File: src/rtl/i2cs_pkg.sv
package i2cs_pkg;
  localparam int REG_AW = 8;

  typedef enum logic [2:0] {
    S_IDLE,
    S_RX,
    S_RX_END,
    S_ACK,
    S_TX,
    S_MACK,
    S_MACK_END
  } st_e;

  typedef enum logic [1:0] {
    P_DEV,
    P_REG,
    P_DATA
  } ph_e;
endpackage

File: src/rtl/i2cs_sync.sv
module i2cs_sync #(
  parameter int STAGES = 2
) (
  input  logic clk,
  input  logic rst_n,
  input  logic d,
  output logic q
);
  logic ff [STAGES];

  for (genvar i = 0; i < STAGES; i++) begin : g_stage
    if (i == 0) begin : g_first
      always_ff @(posedge clk or negedge rst_n)
        if (!rst_n) ff[0] <= 1'b1;
        else        ff[0] <= d;
    end else begin : g_next
      always_ff @(posedge clk or negedge rst_n)
        if (!rst_n) ff[i] <= 1'b1;
        else        ff[i] <= ff[i-1];
    end
  end

  assign q = ff[STAGES-1];
endmodule

File: src/rtl/i2cs_linemon.sv
module i2cs_linemon (
  input  logic clk,
  input  logic rst_n,
  input  logic scl_s,
  input  logic sda_s,
  output logic scl_rise,
  output logic scl_fall,
  output logic start_c,
  output logic stop_c
);
  logic scl_q, sda_q;

  always_ff @(posedge clk or negedge rst_n)
    if (!rst_n) begin
      scl_q <= 1'b1;
      sda_q <= 1'b1;
    end else begin
      scl_q <= scl_s;
      sda_q <= sda_s;
    end

  assign scl_rise = scl_s & ~scl_q;
  assign scl_fall = ~scl_s & scl_q;
  assign start_c  = scl_s & scl_q & sda_q & ~sda_s;
  assign stop_c   = scl_s & scl_q & ~sda_q & sda_s;
endmodule

File: src/rtl/i2cs_ctrl.sv
module i2cs_ctrl
  import i2cs_pkg::*;
#(
  parameter logic [6:0]        DEV_ADDR    = 7'h4A,
  parameter int                DATA_W      = 16,
  parameter logic [REG_AW-1:0] CLKCFG_ADDR = 8'h08
) (
  input  logic              clk,
  input  logic              rst_n,
  input  logic              scl_rise,
  input  logic              scl_fall,
  input  logic              start_c,
  input  logic              stop_c,
  input  logic              sda_s,
  input  logic              rd_block,
  input  logic              cfg_auto_inc,
  input  logic              cfg_clkgate_en,
  input  logic              sysclk_present,
  input  logic [DATA_W-1:0] rd_data,
  output logic [REG_AW-1:0] rd_addr,
  output logic              wr_en,
  output logic [REG_AW-1:0] wr_addr,
  output logic [DATA_W-1:0] wr_data,
  output logic              sda_oe
);
  localparam int BPW = DATA_W / 8;
  localparam int BIW = (BPW > 1) ? $clog2(BPW) : 1;
  localparam logic [BIW-1:0] LAST_BYTE = BIW'(BPW - 1);

  st_e               st;
  ph_e               ph;
  logic              rnw, mnack;
  logic [2:0]        bitcnt;
  logic [7:0]        sh;
  logic [BIW-1:0]    byte_idx;
  logic [REG_AW-1:0] reg_addr;
  logic [DATA_W-1:0] wacc, txw;
  logic              accept, dev_hit;

  assign accept  = sysclk_present | ~cfg_clkgate_en | (reg_addr == CLKCFG_ADDR);
  assign dev_hit = (sh[7:1] == DEV_ADDR) && !(sh[0] && rd_block);
  assign rd_addr = reg_addr;

  always_ff @(posedge clk or negedge rst_n) begin
    if (!rst_n) begin
      st       <= S_IDLE;
      ph       <= P_DEV;
      rnw      <= 1'b0;
      mnack    <= 1'b0;
      bitcnt   <= '0;
      sh       <= '0;
      byte_idx <= '0;
      reg_addr <= '0;
      wacc     <= '0;
      txw      <= '0;
      wr_en    <= 1'b0;
      wr_addr  <= '0;
      wr_data  <= '0;
      sda_oe   <= 1'b0;
    end else begin
      wr_en <= 1'b0;
      if (stop_c) begin
        st     <= S_IDLE;
        sda_oe <= 1'b0;
      end else if (start_c) begin
        st     <= S_RX;
        ph     <= P_DEV;
        bitcnt <= '0;
        sda_oe <= 1'b0;
      end else begin
        unique case (st)
          S_IDLE: ;
          S_RX: if (scl_rise) begin
            sh <= {sh[6:0], sda_s};
            if (bitcnt == 3'd7) st <= S_RX_END;
            else                bitcnt <= bitcnt + 3'd1;
          end
          S_RX_END: if (scl_fall) begin
            bitcnt <= '0;
            unique case (ph)
              P_DEV: begin
                if (dev_hit) begin
                  rnw    <= sh[0];
                  sda_oe <= 1'b1;
                  st     <= S_ACK;
                end else begin
                  st <= S_IDLE;
                end
              end
              P_REG: begin
                reg_addr <= sh;
                byte_idx <= '0;
                sda_oe   <= 1'b1;
                st       <= S_ACK;
              end
              default: begin
                wacc   <= (wacc << 8) | {{(DATA_W-8){1'b0}}, sh};
                sda_oe <= 1'b1;
                st     <= S_ACK;
              end
            endcase
          end
          S_ACK: if (scl_fall) begin
            sda_oe <= 1'b0;
            unique case (ph)
              P_DEV: begin
                if (rnw) begin
                  txw      <= rd_data;
                  sda_oe   <= ~rd_data[DATA_W-1];
                  byte_idx <= '0;
                  st       <= S_TX;
                end else begin
                  ph <= P_REG;
                  st <= S_RX;
                end
              end
              P_REG: begin
                ph <= P_DATA;
                st <= S_RX;
              end
              default: begin
                st <= S_RX;
                if (byte_idx == LAST_BYTE) begin
                  byte_idx <= '0;
                  wr_en    <= accept;
                  wr_addr  <= reg_addr;
                  wr_data  <= wacc;
                  if (cfg_auto_inc) reg_addr <= reg_addr + 8'd1;
                end else begin
                  byte_idx <= byte_idx + 1'b1;
                end
              end
            endcase
          end
          S_TX: if (scl_fall) begin
            txw <= txw << 1;
            if (bitcnt == 3'd7) begin
              sda_oe <= 1'b0;
              st     <= S_MACK;
            end else begin
              sda_oe <= ~txw[DATA_W-2];
              bitcnt <= bitcnt + 3'd1;
            end
          end
          S_MACK: if (scl_rise) begin
            mnack <= sda_s;
            st    <= S_MACK_END;
            if (!sda_s && byte_idx == LAST_BYTE && cfg_auto_inc)
              reg_addr <= reg_addr + 8'd1;
          end
          S_MACK_END: if (scl_fall) begin
            bitcnt <= '0;
            if (mnack) begin
              st <= S_IDLE;
            end else begin
              st <= S_TX;
              if (byte_idx == LAST_BYTE) begin
                byte_idx <= '0;
                txw      <= rd_data;
                sda_oe   <= ~rd_data[DATA_W-1];
              end else begin
                byte_idx <= byte_idx + 1'b1;
                sda_oe   <= ~txw[DATA_W-1];
              end
            end
          end
          default: st <= S_IDLE;
        endcase
      end
    end
  end
endmodule

File: src/rtl/i2c_cfg_slave.sv
module i2c_cfg_slave
  import i2cs_pkg::*;
#(
  parameter logic [6:0]        DEV_ADDR    = 7'h4A,
  parameter int                DATA_W      = 16,
  parameter int                SYNC_STAGES = 2,
  parameter logic [REG_AW-1:0] CLKCFG_ADDR = 8'h08
) (
  input  logic              clk,
  input  logic              rst_n,
  input  logic              scl_i,
  input  logic              sda_i,
  output logic              sda_oe,
  input  logic              rd_block,
  input  logic              cfg_auto_inc,
  input  logic              cfg_clkgate_en,
  input  logic              sysclk_present,
  output logic              reg_wr_en,
  output logic [REG_AW-1:0] reg_wr_addr,
  output logic [DATA_W-1:0] reg_wr_data,
  output logic [REG_AW-1:0] reg_rd_addr,
  input  logic [DATA_W-1:0] reg_rd_data
);
  logic scl_s, sda_s, scl_rise, scl_fall, start_c, stop_c;

  i2cs_sync #(.STAGES(SYNC_STAGES)) u_scl_sync (
    .clk(clk), .rst_n(rst_n), .d(scl_i), .q(scl_s));
  i2cs_sync #(.STAGES(SYNC_STAGES)) u_sda_sync (
    .clk(clk), .rst_n(rst_n), .d(sda_i), .q(sda_s));

  i2cs_linemon u_mon (
    .clk(clk), .rst_n(rst_n), .scl_s(scl_s), .sda_s(sda_s),
    .scl_rise(scl_rise), .scl_fall(scl_fall),
    .start_c(start_c), .stop_c(stop_c));

  i2cs_ctrl #(
    .DEV_ADDR(DEV_ADDR), .DATA_W(DATA_W), .CLKCFG_ADDR(CLKCFG_ADDR)
  ) u_ctrl (
    .clk(clk), .rst_n(rst_n),
    .scl_rise(scl_rise), .scl_fall(scl_fall),
    .start_c(start_c), .stop_c(stop_c), .sda_s(sda_s),
    .rd_block(rd_block), .cfg_auto_inc(cfg_auto_inc),
    .cfg_clkgate_en(cfg_clkgate_en), .sysclk_present(sysclk_present),
    .rd_data(reg_rd_data), .rd_addr(reg_rd_addr),
    .wr_en(reg_wr_en), .wr_addr(reg_wr_addr), .wr_data(reg_wr_data),
    .sda_oe(sda_oe));
endmodule

File: config.mk
export PLATFORM = sky130hd
export DESIGN_NAME = i2c_cfg_slave
export DESIGN_NICKNAME = d
export VERILOG_FILES = /design/src/rtl/i2cs_pkg.sv /design/src/rtl/i2cs_sync.sv /design/src/rtl/i2cs_linemon.sv /design/src/rtl/i2cs_ctrl.sv /design/src/rtl/i2c_cfg_slave.sv
export SDC_FILE = /design/constraint.sdc
export NUM_CORES = 1
export LEC_CHECK = 0
export ABC_AREA = 0
export BUFFER_PORTS_ARGS = -buffer_cell sky130_fd_sc_hd__buf_4
export CAP_MARGIN = 20
export CORE_MARGIN = 5
export CORE_UTILIZATION = 40
export DETAILED_ROUTE_END_ITERATION = 8
export PLACE_DENSITY_LB_ADDON = 0.3
export SETUP_SLACK_MARGIN = 0.02
export SYNTH_ARGS = -nofsm -noshare
export SYNTH_HDL_FRONTEND = slang
export SYNTH_SLANG_ARGS = --single-unit
File: constraint.sdc
create_clock -name clk -period 2.2 [get_ports clk]
set_input_delay 0.11 -clock clk [delete_from_list [all_inputs] [get_ports clk]]
set_output_delay 0.11 -clock clk [all_outputs]
set_load 0.02 [all_outputs]
Yosys cells after proc, flatten, opt, wreduce, memory -nomap -nowiden:

Index checks and enable logic that the tools add are counted.

* bits in registers: 91
* input bits: 24

* add/subtract/negate cells: 3
* eq/ne operators: 41
* mux-type cells: 73
* bitwise logic cells: 21
* reductions and logical operators: 30

Operators by type and width (number)
* 16-bit two-way mux: 7
* 8-bit two-way mux: 8
* 3-bit two-way mux: 18
* 16-bit case mux with 3 select lines: 1
* 4-bit inequality test (second input constant): 7
* 1-bit two-way mux: 26
* 8-bit case mux with 3 select lines: 1
* 3-bit case mux with 7 select lines: 1
* 10-bit AND reduction: 2
* 2-bit inequality test (second input constant): 9
* 16-bit by 8-bit bitwise OR with 16-bit output: 1
* 5-bit AND reduction: 3
* 3-bit equality test (second input constant): 4
* 2-bit two-way mux: 6
* 2-bit by 1-bit inequality test with 1-bit output (second input constant): 6
* 3-bit inequality test (second input constant): 4
* 6-bit AND reduction: 2
* 3-bit nonzero test: 4
* 1-bit NOT: 11
* 11-bit AND reduction: 1
* 3-bit case mux with 3 select lines: 1
* 9-bit AND reduction: 1
* 8-bit by 1-bit adder with 8-bit output (second input constant): 1
* 8-bit by 4-bit equality test with 1-bit output (second input constant): 1
* other kinds (26): 42

Longest topological paths before layout:

Gate-level depths: netlist of run 1.

* depth in word-level cells: 9
* mapped depth: 7
* mapped depth without buffers: 6

By module:

A second synthesis of run 1 with hierarchy kept.

* cell total of the unflattened synthesis: 361
* area, all modules: 4489.3 um^2

By module, submodules not included
* i2cs_ctrl: instances 1, cells each 351, area each 4299.1 um^2, sequential area each 2127.0 um^2
* i2cs_sync: instances 2, cells each 2, area each 52.6 um^2, sequential area each 52.6 um^2
* i2cs_linemon: instances 1, cells each 6, area each 85.1 um^2, sequential area each 52.6 um^2

Worst setup path before layout of run 1:

Ideal clock, no wire load.

* path kind: reg2reg
* from: register u_sda_sync.ff, in the netlist u_sda_sync.q
* to: register u_ctrl.txw[10]
* library setup time: 0.125 ns
* arrival: 1.948 ns
* required time: 2.075 ns
* setup slack: 0.127 ns
* cell stages (with the launch flop): 7
* path buffers: 2
* clock period less this slack: 2.073 ns
* cell sequence: dfstp_2 buf_2 xnor2_1 nor2_1 a2111oi_4 buf_6 mux2_4

* word-level cells in the longest chain between the ends: 4
* elaborated cells on any way between the ends: 6

RTL lines
* start: declaration: line i2cs_sync.sv:9 `logic ff [STAGES];`
* start signal: indexed assignment: line i2cs_sync.sv:19 `else ff[i] <= ff[i-1];`
* 1-bit NOT: line i2cs_linemon.sv:24 `assign start_c = scl_s & scl_q & sda_q & ~sda_s;`
* 1-bit bitwise AND: line i2cs_linemon.sv:24
* 1-bit NOT (no line)
* 10-bit AND reduction (no line) (*)
* end signal: assignment: line i2cs_ctrl.sv:108 `txw <= rd_data;`
* end signal: assignment: line i2cs_ctrl.sv:136 `txw <= txw << 1;`
* end signal: assignment: line i2cs_ctrl.sv:159 `txw <= rd_data;`
* end: declaration: line i2cs_ctrl.sv:37 `logic [DATA_W-1:0] wacc, txw;`

Mark *: on every way between the ends. The rest lies on a longest branch, timed or not.
A chain may end at the register's enable or synchronous reset.

Final worst setup path of run 1:

* from: register u_ctrl.st[0]
* to: register u_ctrl.reg_addr[7] (netlist: u_ctrl.rd_addr[7])

* word-level cells in the longest chain between the ends: 3
* elaborated cells on any way between the ends: 14

RTL lines
* start: declaration: line i2cs_ctrl.sv:30 `st_e st;`
* start signal: assignment: line i2cs_ctrl.sv:46 `st <= S_IDLE;`
* start signal: assignment: line i2cs_ctrl.sv:63 `st <= S_IDLE;`
* start signal: assignment: line i2cs_ctrl.sv:66 `st <= S_RX;`
* 3-bit equality test / 3-bit by 2-bit equality test with 1-bit output (equally long branches): line i2cs_ctrl.sv:71 `unique case (st)`
* 2-bit by 1-bit inequality test with 1-bit output (no line), or another cell as far along
* 11-bit AND reduction (no line)
* end signal: assignment: line i2cs_ctrl.sv:91 `reg_addr <= sh;`
* end signal: assignment: line i2cs_ctrl.sv:128 `if (cfg_auto_inc) reg_addr <= reg_addr + 8'd1;`
* end signal: assignment: line i2cs_ctrl.sv:149 `reg_addr <= reg_addr + 8'd1;`
* end: declaration: line i2cs_ctrl.sv:36 `logic [REG_AW-1:0] reg_addr;`

Parallel ways exist; a longest one is shown, timed or not.

==> summary.txt, run 1 <==
Pwr
  • Net Switching: about 1300 uW
  • Clk pwr share: 0.358
  • Power, Total: 4340 uW
  • Sequential power share: 0.468
  • P per Cell Area: 782 nW/um2
  • Lkg Pwr: 0.00258 uW
  • Max VDD drop: 0.000408 V
  • Switching share of total power: 0.309
  • Combinational power share: 0.173
  • Cell-internal power: 2990 uW

Detailed routing
  • Met2 WL: 4.67 mm
  • Metal1 wirelength: 4.33 mm
  • Met3 routed WL: slightly above 500 um
  • WL final: between 9 and 10 mm
  • ANT nets after route: 0
  • 1st-pass router iterations: 4
  • Max Used Layer: met4
  • Via count: 3154
  • Post-DR wirelength/cell: approximately 17 um
  • Starting DRT DRC Count: 189
  • Via density: 5.48
  • Post-detailed-route DRC marker count: 0

Global route
  • Number of global-route vias before repair: 3299
  • GRT Util Overall: 0.152
  • Initial antenna violation count: 0
  • First-pass GRT wire length: roughly 16 mm
  • Total gr overflow: 0
  • Largest net degree at the start of global routing: 48

Setup path
  • CP max FO: 12
  • Critical Path RT: approximately 2500 ps
  • RR Startpoint: u_ctrl.st[0]$_DFFE_PN0P_
  • CP Launch Point: u_ctrl.st[0]$_DFFE_PN0P_
  • Worst EP arrival: 2290 ps
  • Crit path to: u_ctrl.rd_addr[7]$_DFFE_PN0P_
  • Worst setup path class: flip-flop to flip-flop
  • Register-to-register setup slack: 180 ps
  • R2R Path End: u_ctrl.rd_addr[7]$_DFFE_PN0P_
  • Reg2Reg Depth: 5
  • CP Capture Type: flip-flop
  • CP startpoint kind: flip-flop

Final layout
  • Ant diodes: 0
  • Post-Layout Inst Area: around 5500 um2
  • Multi-input gate area: 2080 um2
  • # fillers: 995
  • Flip-flop and latch area: 2280 um2
  • Area Overhead vs Synth: 23.1%
  • Final net count: between 400 and 500
  • Share of cells above drive strength 1: 0.438

Synth
  • Syn Std Cell Area: 4500 um2
  • Top cells by count, synth: dfrtp_1 (85), mux2_2 (68), nor2_1 (15)
  • Synth async-reset ratio: 1.00
  • Cell variety after synth: 73
  • Mapped Cells: 356
  • Post-synth EDFFs: 0
  • Share of the synthesized area in the top cell type: 0.472
  • Synth warnings: 0
  • Post-synth net total: 384
  • Register area share after synthesis: 0.507
  • Register bit count reported by yosys: 91
  • Syn_area_per_cell: 12.6 um2
  • Area leader, netlist: dfrtp_1
  • Ys flop type: dfrtp_1
  • Ranking of synthesized cells by area: dfrtp_1 (47%), mux2_2 (17%), dfstp_2 (3.5%)
  • Most frequent cell after synthesis: dfrtp_1

Die
  • Placeable core area: roughly 11000 um2
  • DIE AREA: approximately 13000 um2
  • Die Width: 116 um
  • Die height: 116 um
  • Io pins: 58
  • Site Rows: 38
  • Initial Util: 0.412

Place
  • Port bufs: 57
  • Gpl congestion: 0.904
  • Dpl hpwl: between 6 and 7 mm
  • Post-DP Area: 5210 um2

Timing
  • Worst slew pin tran: 733 ps
  • # setup viols final: 0
  • Fmax: about 500 MHz
  • Hold Slack: 73.8 ps
  • Period utilisation layout: 0.919
  • Final Max Slew Viols: 0
  • RSZ-0062 raised after global routing: false
  • Final hold vios: 0
  • Tmin final: 2020 ps
  • Final setup skew: 5.75 ps
  • Slew headroom: 0.511
  • Setup TNS Final: 0 ps

CTS
  • H-tree Lvls: 3
  • Clk pin slew, worst setup/hold paths: 70 ps
  • Clk_lat worst skew: roughly 340 ps
  • CTS tree: yes
  • Clk buf depth: 2
  • CTS Root Cell: clkbuf_16
  • Clk sink count: 91
  • CTS Buf Count: 9

Run
  • Maximum Capacitance Violations: 0

Worst hold path
  • Worst min-delay path category: primary input to flip-flop
  • Worst hold start: sysclk_present

Run status
  • Outcome: completed
-- state kept, by name, indices dropped and copies added, names as in the netlist, 3 cells and up --
name            cells
u_ctrl.sh           8
u_ctrl.bitcnt       3
u_ctrl.wr_data     16
u_ctrl.rd_addr      8
u_ctrl.wr_addr      8
u_ctrl.st           3
u_ctrl.txw         16
u_ctrl.wacc        16
-- stage by stage --
stage | utilization | setup WS, ps | cells
after floorplan | - | 127 | 356
after global placement | 0.477 | 182 | 557
after detailed placement | 0.477 | 198 | 557
after CTS | 0.507 | 181 | 576
after global routing | 0.507 | 27.8 | 576
final | 0.507 | 178 | 576
-- routing by layer --
metal / vias up / GRT usage
li1: 1487 / -
met1: 1567 / 0.202
met2: 82 / 0.244
met3: 18 / 0.0332
met4: 0 / 0.0565
met5: - / 0
-- cell type report --
cell class	instances	share of cell area
Clock buffer	9	0.0406
Multi-Input combinational cell	239	0.374
Timing Repair Buffer	83	0.123
Tap cell	140	0.0316
Inverter	7	0.00474
Sequential cell	91	0.412
Clock inverter	7	0.0138
-- critical path, stage by stage (launching register included) --
cell,delay (ps)
dfrtp_1,530
buf_4,220
nand3b_1,120
o22a_1,350
a2111oi_0,540
a2bb2oi_1,190
-- power groups by stage --
stage                     registers (uW)  logic (uW)  clock network, uW
after global placement              2060         737                  0
after global routing                2060         829               1670
final                               2030         752               1550
after floorplan                     2020         444                  0
after detailed placement            2060         756                  0
after CTS                           2030         762               1600
-- worst min-delay path by stage --
stage,endpoint,slack (ps),cells past startpoint
3_3_place_gp,u_ctrl.wr_data[13]$_DFFE_PN0P_,180,1
3_5_place_dp,u_ctrl.wr_data[13]$_DFFE_PN0P_,180,1
2_1_floorplan,u_ctrl.bitcnt[0]$_DFFE_PN0P_,-190,0
6_report,u_ctrl.wr_en$_DFF_PN0_,70,3
4_1_cts,u_ctrl.wr_en$_DFF_PN0_,70,3
5_1_grt,u_ctrl.wr_en$_DFF_PN0_,100,3
-- layout by cell type, fill, tap and decap left out, drive strengths merged, types with 4 or more instances in the layout --
cell type and n:
dfrtp 85, mux2 82, buf 80, nor2 15, a21oi 11, inv 11
nand3 10, clkbuf 9, nand2 9, nor3 8, nand2b 7, a2bb2oi 7
o22ai 6, dfstp 6, o21ai 6, mux2i 5, nor4 4, ha 4
nor3b 4, a2111oi 4
-- logic make-up after synthesis --
| kind of cell | count (synthesis) | share of synthesized area |
|---|---|---|
| AOI/OAI and AO/OA | 58 | 0.100 |
| xor gates and xnor gates | 3 | 0.00584 |
| adders and majority gates | 4 | 0.0111 |
| buffers and inverters | 26 | 0.0320 |
| DFF | 91 | 0.507 |
| muxes | 87 | 0.225 |
| and+or+nand+nor | 87 | 0.119 |
-- timing repair --
item                                    CTS  global route
buffers inserted                          0             0
hold endpoints to repair                 42             0
hold buffers                              3             0
gates resized for setup                   0             1
endpoints found under the setup margin    0             1
Note: power is estimated with default switching activity, not from simulation.
==> inputs of run 2 (changes only) <==
--- a/config.mk
+++ b/config.mk
@@ -8,10 +8,12 @@
 export ABC_AREA = 0
 export BUFFER_PORTS_ARGS = -buffer_cell sky130_fd_sc_hd__buf_4
 export CAP_MARGIN = 20
+export CELL_PAD_IN_SITES_DETAIL_PLACEMENT = 1
+export CELL_PAD_IN_SITES_GLOBAL_PLACEMENT = 2
 export CORE_MARGIN = 5
-export CORE_UTILIZATION = 40
+export CORE_UTILIZATION = 39
 export DETAILED_ROUTE_END_ITERATION = 8
-export PLACE_DENSITY_LB_ADDON = 0.3
+export PLACE_DENSITY_LB_ADDON = 0.1
 export SETUP_SLACK_MARGIN = 0.02
 export SYNTH_ARGS = -nofsm -noshare
 export SYNTH_HDL_FRONTEND = slang
==> run 2 against run 1 <==
Compared with the run above:
- combinational power up 6.8%
- core utilization fell by 2.1 points
- wire length up 9.6%
- worst setup slack worse by 22 ps
- global-route usage is 1.1 points higher
- clock power shrank 8%
- critical path type unchanged
- critical endpoint is now u_ctrl.bitcnt[1]$_DFFE_PN0P_
- largest power group unchanged
==> summary.txt, run 2 (same netlist as run 1, synthesis figures left out) <==
Timing
  • # setup viols final: 0
  • Final Max Slew Viols: 0
  • Slew headroom: 0.474
  • Setup TNS Final: 0 ps
  • RSZ-0062 raised after global routing: false
  • Period utilisation layout: 0.929
  • Final setup skew: ~9.8 ps
  • Final hold vios: 0
  • Fmax: 489 MHz
  • Tmin final: 2040 ps
  • Worst slew pin tran: 789 ps
  • Hold Slack: 77.1 ps

Final layout
  • Final net count: 460
  • Share of cells above drive strength 1: 0.436
  • Area Overhead vs Synth: 22.6%
  • Biggest regs: u_ctrl.txw: 16 flops, u_ctrl.wacc: 16 flops, u_ctrl.wr_data: 16 flops
  • Ant diodes: 0
  • Commonest non-fill, non-tap cell in the layout: dfrtp_1
  • Post-layout util: 0.486
  • Commonest non-fill, non-tap cells in the layout: dfrtp_1 (85), buf_4 (77), mux2_2 (68)

Detailed routing
  • Starting DRT DRC Count: 142
  • Via count: between 3000 and 4000
  • Post-DR wirelength/cell: 18.4 um
  • Post-detailed-route DRC marker count: 0
  • WL final: 10.6 mm
  • 1st-pass router iterations: 4
  • Via density: between 5 and 6
  • ANT nets after route: 0

CTS
  • H-tree Lvls: 3
  • Clk pin slew, worst setup/hold paths: 70 ps
  • # Post-CTS Setup Buffers: 0
  • CTS Hold Bufs: 3
  • CTS Buf Count: 9
  • CTS tree: yes
  • Clk_lat worst skew: 350 ps
  • PostCTS Resize Cnt: 0
  • CTS Root Cell: clkbuf_16
  • Clk sink count: 91
  • Clk buf depth: 2

Place
  • Port bufs: 57
  • Gpl congestion: 0.869
  • Dpl hpwl: 7.66 mm

Global route
  • Initial antenna violation count: 0
  • First-pass GRT wire length: 18.3 mm
  • GRT Util Overall: 0.163
  • Total gr overflow: 0
  • Number of global-route vias before repair: 3452
  • Largest net degree at the start of global routing: 65

Run status
  • Outcome: completed

Setup path
  • CP startpoint kind: flip-flop
  • Worst setup path class: flip-flop to flip-flop
  • Worst EP arrival: 2320 ps
  • CP max FO: 6
  • CP Capture Type: flip-flop
  • Critical Path RT: 2480 ps

Pwr
  • Max VDD drop: 0.000614 V
  • P per Cell Area: roughly 770 nW/um2
  • Lkg Pwr: between 0.002 and 0.003 uW

Die
  • DIE AREA: ~14000 um2
  • Initial Util: 0.396
  • Io pins: 58
  • Die Width: 117 um
  • Placeable core area: 11400 um2
  • Site Rows: 39
  • Die height: 117 um

Worst hold path
  • Worst min-delay path category: primary input to flip-flop

Run
  • Maximum Capacitance Violations: 0
[run 2: final timing paths]
kind / endpoint / cells after the start / slack [ps] / from
min in group asynchronous: u_ctrl.wr_addr[1]$_DFFE_PN0P_ / 2 / 220 / rst_n
max reg2reg: u_ctrl.bitcnt[1]$_DFFE_PN0P_ / 6 / 160 / u_ctrl.bitcnt[0]$_DFFE_PN0P_
max: u_ctrl.bitcnt[1]$_DFFE_PN0P_ / 6 / 160 / u_ctrl.bitcnt[0]$_DFFE_PN0P_
max in group asynchronous: u_ctrl.txw[4]$_DFFE_PN0P_ / 3 / 1310 / rst_n
min: u_ctrl.wr_en$_DFF_PN0_ / 3 / 80 / sysclk_present
min reg2reg: u_scl_sync.q$_DFF_PN1_ / 0 / 360 / u_scl_sync.ff[1]$_DFF_PN1_
[run 2: worst max-delay path: stages (launching register included)]
cell and delay, ps:
dfrtp_1 400, ha_1 210, ha_1 270, nand4bb_1 250, a21oi_1 290, a2bb2oi_1 370
a32o_1 190
[run 2: report_power, final]
part           leakage, uW  total (uW)  switching (uW)  internal (uW)
Sequential         0.00120        2020             204           1820
Clock             0.000122        1430             660            765
Combinational      0.00124         803             421            382
Total              0.00256        4250            1280           2960
[run 2: final cells by class]
cell class	instances	area (um2)
clock buffers	10	229
inverters	7	26.3
flip-flops and latches	91	2280
repair buffers	84	688
fillers	1182	5850
well taps	143	179
clock inverters	5	38.8
multi-input cells	239	2070
[run 2: per-stage QoR]
stage | area (um2) | power, uW | worst slack (ps) | cells
after CTS | 5520 | 4310 | 147 | 579
after global placement | 5220 | 2840 | 200 | 561
after floorplan | 4500 | 2460 | 127 | 356
after global routing | 5520 | 4490 | 31.7 | 579
final | 5520 | 4250 | 156 | 579
after detailed placement | 5220 | 2850 | 169 | 561
[run 2: metal layers]
layer | GRT usage | vias up | share of wire
li1 | - | 1477 | -
met1 | 0.210 | 1613 | 0.44
met2 | 0.261 | 61 | 0.50
met3 | 0.0591 | 6 | 0.049
met4 | 0.0423 | 0 | 0.0098
met5 | 0 | - | 0
==> inputs of run 3 (changes only) <==
--- a/config.mk
+++ b/config.mk
@@ -10,9 +10,11 @@
 export CAP_MARGIN = 20
 export CELL_PAD_IN_SITES_DETAIL_PLACEMENT = 1
 export CELL_PAD_IN_SITES_GLOBAL_PLACEMENT = 2
+export CORE_ASPECT_RATIO = 0.9
 export CORE_MARGIN = 5
 export CORE_UTILIZATION = 39
 export DETAILED_ROUTE_END_ITERATION = 8
+export HOLD_SLACK_MARGIN = 0.08
 export PLACE_DENSITY_LB_ADDON = 0.1
 export SETUP_SLACK_MARGIN = 0.02
 export SYNTH_ARGS = -nofsm -noshare
==> run 3 against run 2 <==
Compared with the run above:
- count of clock-buffer cells in the layout shrank 1
- wire length grew 0.26%
- design area grew 1.1%
- fmax grew 0.78%
- highest routed layer unchanged
- critical path depth shrank 1
- non-clock buffer count grew 1
- register-to-register slack gained 20 ps
- via count shrank 1.3%
- first-iteration DRC count grew 30%
==> summary.txt, run 3 (same netlist as run 1, synthesis figures left out) <==
Timing
  • Final setup skew: 6.37 ps
  • Fmax: 493 MHz
  • Slew headroom: 0.569
  • Setup TNS Final: 0 ps
  • RSZ-0062 raised after global routing: false
  • Period utilisation layout: 0.922
  • Final hold vios: 0
  • Setup ws final: roughly 170 ps
  • # setup viols final: 0
  • Worst slew pin tran: about 640 ps
  • Tmin final: 2030 ps
  • Final Max Slew Viols: 0

Place
  • Placed cell count: about 570
  • Dpl hpwl: 7.55 mm
  • Post-DP Area: between 5000 and 6000 um2
  • Gpl congestion: 0.792
  • Port bufs: 57
  • Pre-CTS setup slack: 115 ps

Detailed routing
  • Starting DRT DRC Count: 185
  • Max Used Layer: met4
  • 1st-pass router iterations: 4
  • ANT nets after route: 0
  • WL final: around 11 mm
  • Post-detailed-route DRC marker count: 0
  • Metal1 wirelength: 5.35 mm
  • Post-DR wirelength/cell: 18.0 um
  • Met3 routed WL: 351 um
  • Met2 WL: roughly 4.8 mm
  • Via count: 3117
  • Via density: ~5.2

Die
  • DIE AREA: about 14000 um2
  • Die Width: 123 um
  • Placeable core area: roughly 11000 um2
  • Io pins: 58
  • Site Rows: 37
  • Die height: 112 um
  • Initial Util: 0.395

Global route
  • Initial antenna violation count: 0
  • Number of global-route vias before repair: approximately 3400
  • First-pass GRT wire length: ~18 mm
  • Total gr overflow: 0
  • Largest net degree at the start of global routing: 41
  • GRT Util Overall: 0.165

Setup path
  • Worst EP arrival: 2290 ps
  • CP max FO: 10
  • CP Capture Type: flip-flop
  • Worst setup path class: flip-flop to flip-flop
  • CP startpoint kind: flip-flop
  • Critical Path RT: 2460 ps

Pwr
  • Max VDD drop: between 0.0004 and 0.0005 V
  • P per Cell Area: between 700 and 800 nW/um2
  • Lkg Pwr: 0.00259 uW

Final layout
  • Final net count: 461
  • Multi-input gate area: 2080 um2
  • Commonest non-fill, non-tap cells in the layout: dfrtp_1 (83), buf_4 (78), mux2_2 (68)
  • Commonest non-fill, non-tap cell in the layout: dfrtp_1
  • Biggest regs: u_ctrl.txw: 16 flops, u_ctrl.wacc: 16 flops, u_ctrl.wr_data: 16 flops
  • # fillers: 1243
  • Share of cells above drive strength 1: 0.443
  • Flip-flop and latch area: 2290 um2
  • Non-Filler Instances: 594
  • Ant diodes: 0
  • Area Overhead vs Synth: 24.0%
  • Post-Layout Inst Area: 5580 um2

CTS
  • Clk_lat worst skew: 340 ps
  • Clk sink count: 91
  • # Post-CTS Setup Buffers: 0
  • Clk buf depth: 2
  • CTS tree: yes
  • Clk pin slew, worst setup/hold paths: 70 ps
  • CTS Root Cell: clkbuf_16
  • CTS Buf Count: 9
  • H-tree Lvls: 3

Worst hold path
  • Worst min-delay path category: primary input to flip-flop

Run status
  • Outcome: completed

Run
  • Maximum Capacitance Violations: 0
[run 3: worst paths after layout]
path / from / cells past startpoint / to / slack (ps)
worst max-delay path: u_ctrl.st[1]$_DFFE_PN0P_ / 5 / u_ctrl.rd_addr[7]$_DFFE_PN0P_ / 170
worst min-delay path: reg_rd_data[0] / 3 / u_ctrl.txw[0]$_DFFE_PN0P_ / 120
worst max register to register: u_ctrl.st[1]$_DFFE_PN0P_ / 5 / u_ctrl.rd_addr[7]$_DFFE_PN0P_ / 170
worst min register to register: u_scl_sync.ff[1]$_DFF_PN1_ / 0 / u_scl_sync.q$_DFF_PN1_ / 360
max in group asynchronous: rst_n / 3 / u_sda_sync.q$_DFF_PN1_ / 1130
min in group asynchronous: rst_n / 2 / u_ctrl.bitcnt[1]$_DFFE_PN0P_ / 280
[run 3: layout make-up]
class	instances	share of cell area
Clock buffer	9	0.0403
Clock inverter	7	0.0166
Inverter	7	0.00471
Multi-Input combinational cell	239	0.373
Sequential cell	91	0.410
Tap cell	156	0.0350
Timing Repair Buffer	85	0.121
[run 3: worst max-delay path, stage by stage, from the launching register on]
cell and delay (ps):
dfrtp_1 490, buf_4 220, nand3b_1 210, o22a_1 350, a2111oi_0 470, a2bb2oi_1 200
[run 3: repair_timing]
| action | CTS | global route |
|---|---|---|
| hold endpoints to repair | 41 | 0 |
| resized for setup | 0 | 3 |
| setup endpoints to repair | 0 | 8 |
| hold buffers | 5 | 0 |
[run 3: routing by layer]
layer | up-vias | global-route usage
li1 | 1482 | -
met1 | 1563 | 0.243
met2 | 60 | 0.243
met3 | 12 | 0.0386
met4 | 0 | 0.0421
met5 | - | 0
[run 3: metrics by stage]
step	utilization	total power, uW	hold slack, ps
floorplan	-	2460	-186
global route	0.490	4680	115
finish	0.490	4450	120
global placement	0.457	2830	123
CTS	0.489	4500	111
detailed placement	0.457	2830	123
[run 3: report_power, final]
group          switching (uW)  internal (uW)  leakage, uW
Sequential                215           1810      0.00119
Clock                     714            913     0.000156
Combinational             416            374      0.00124
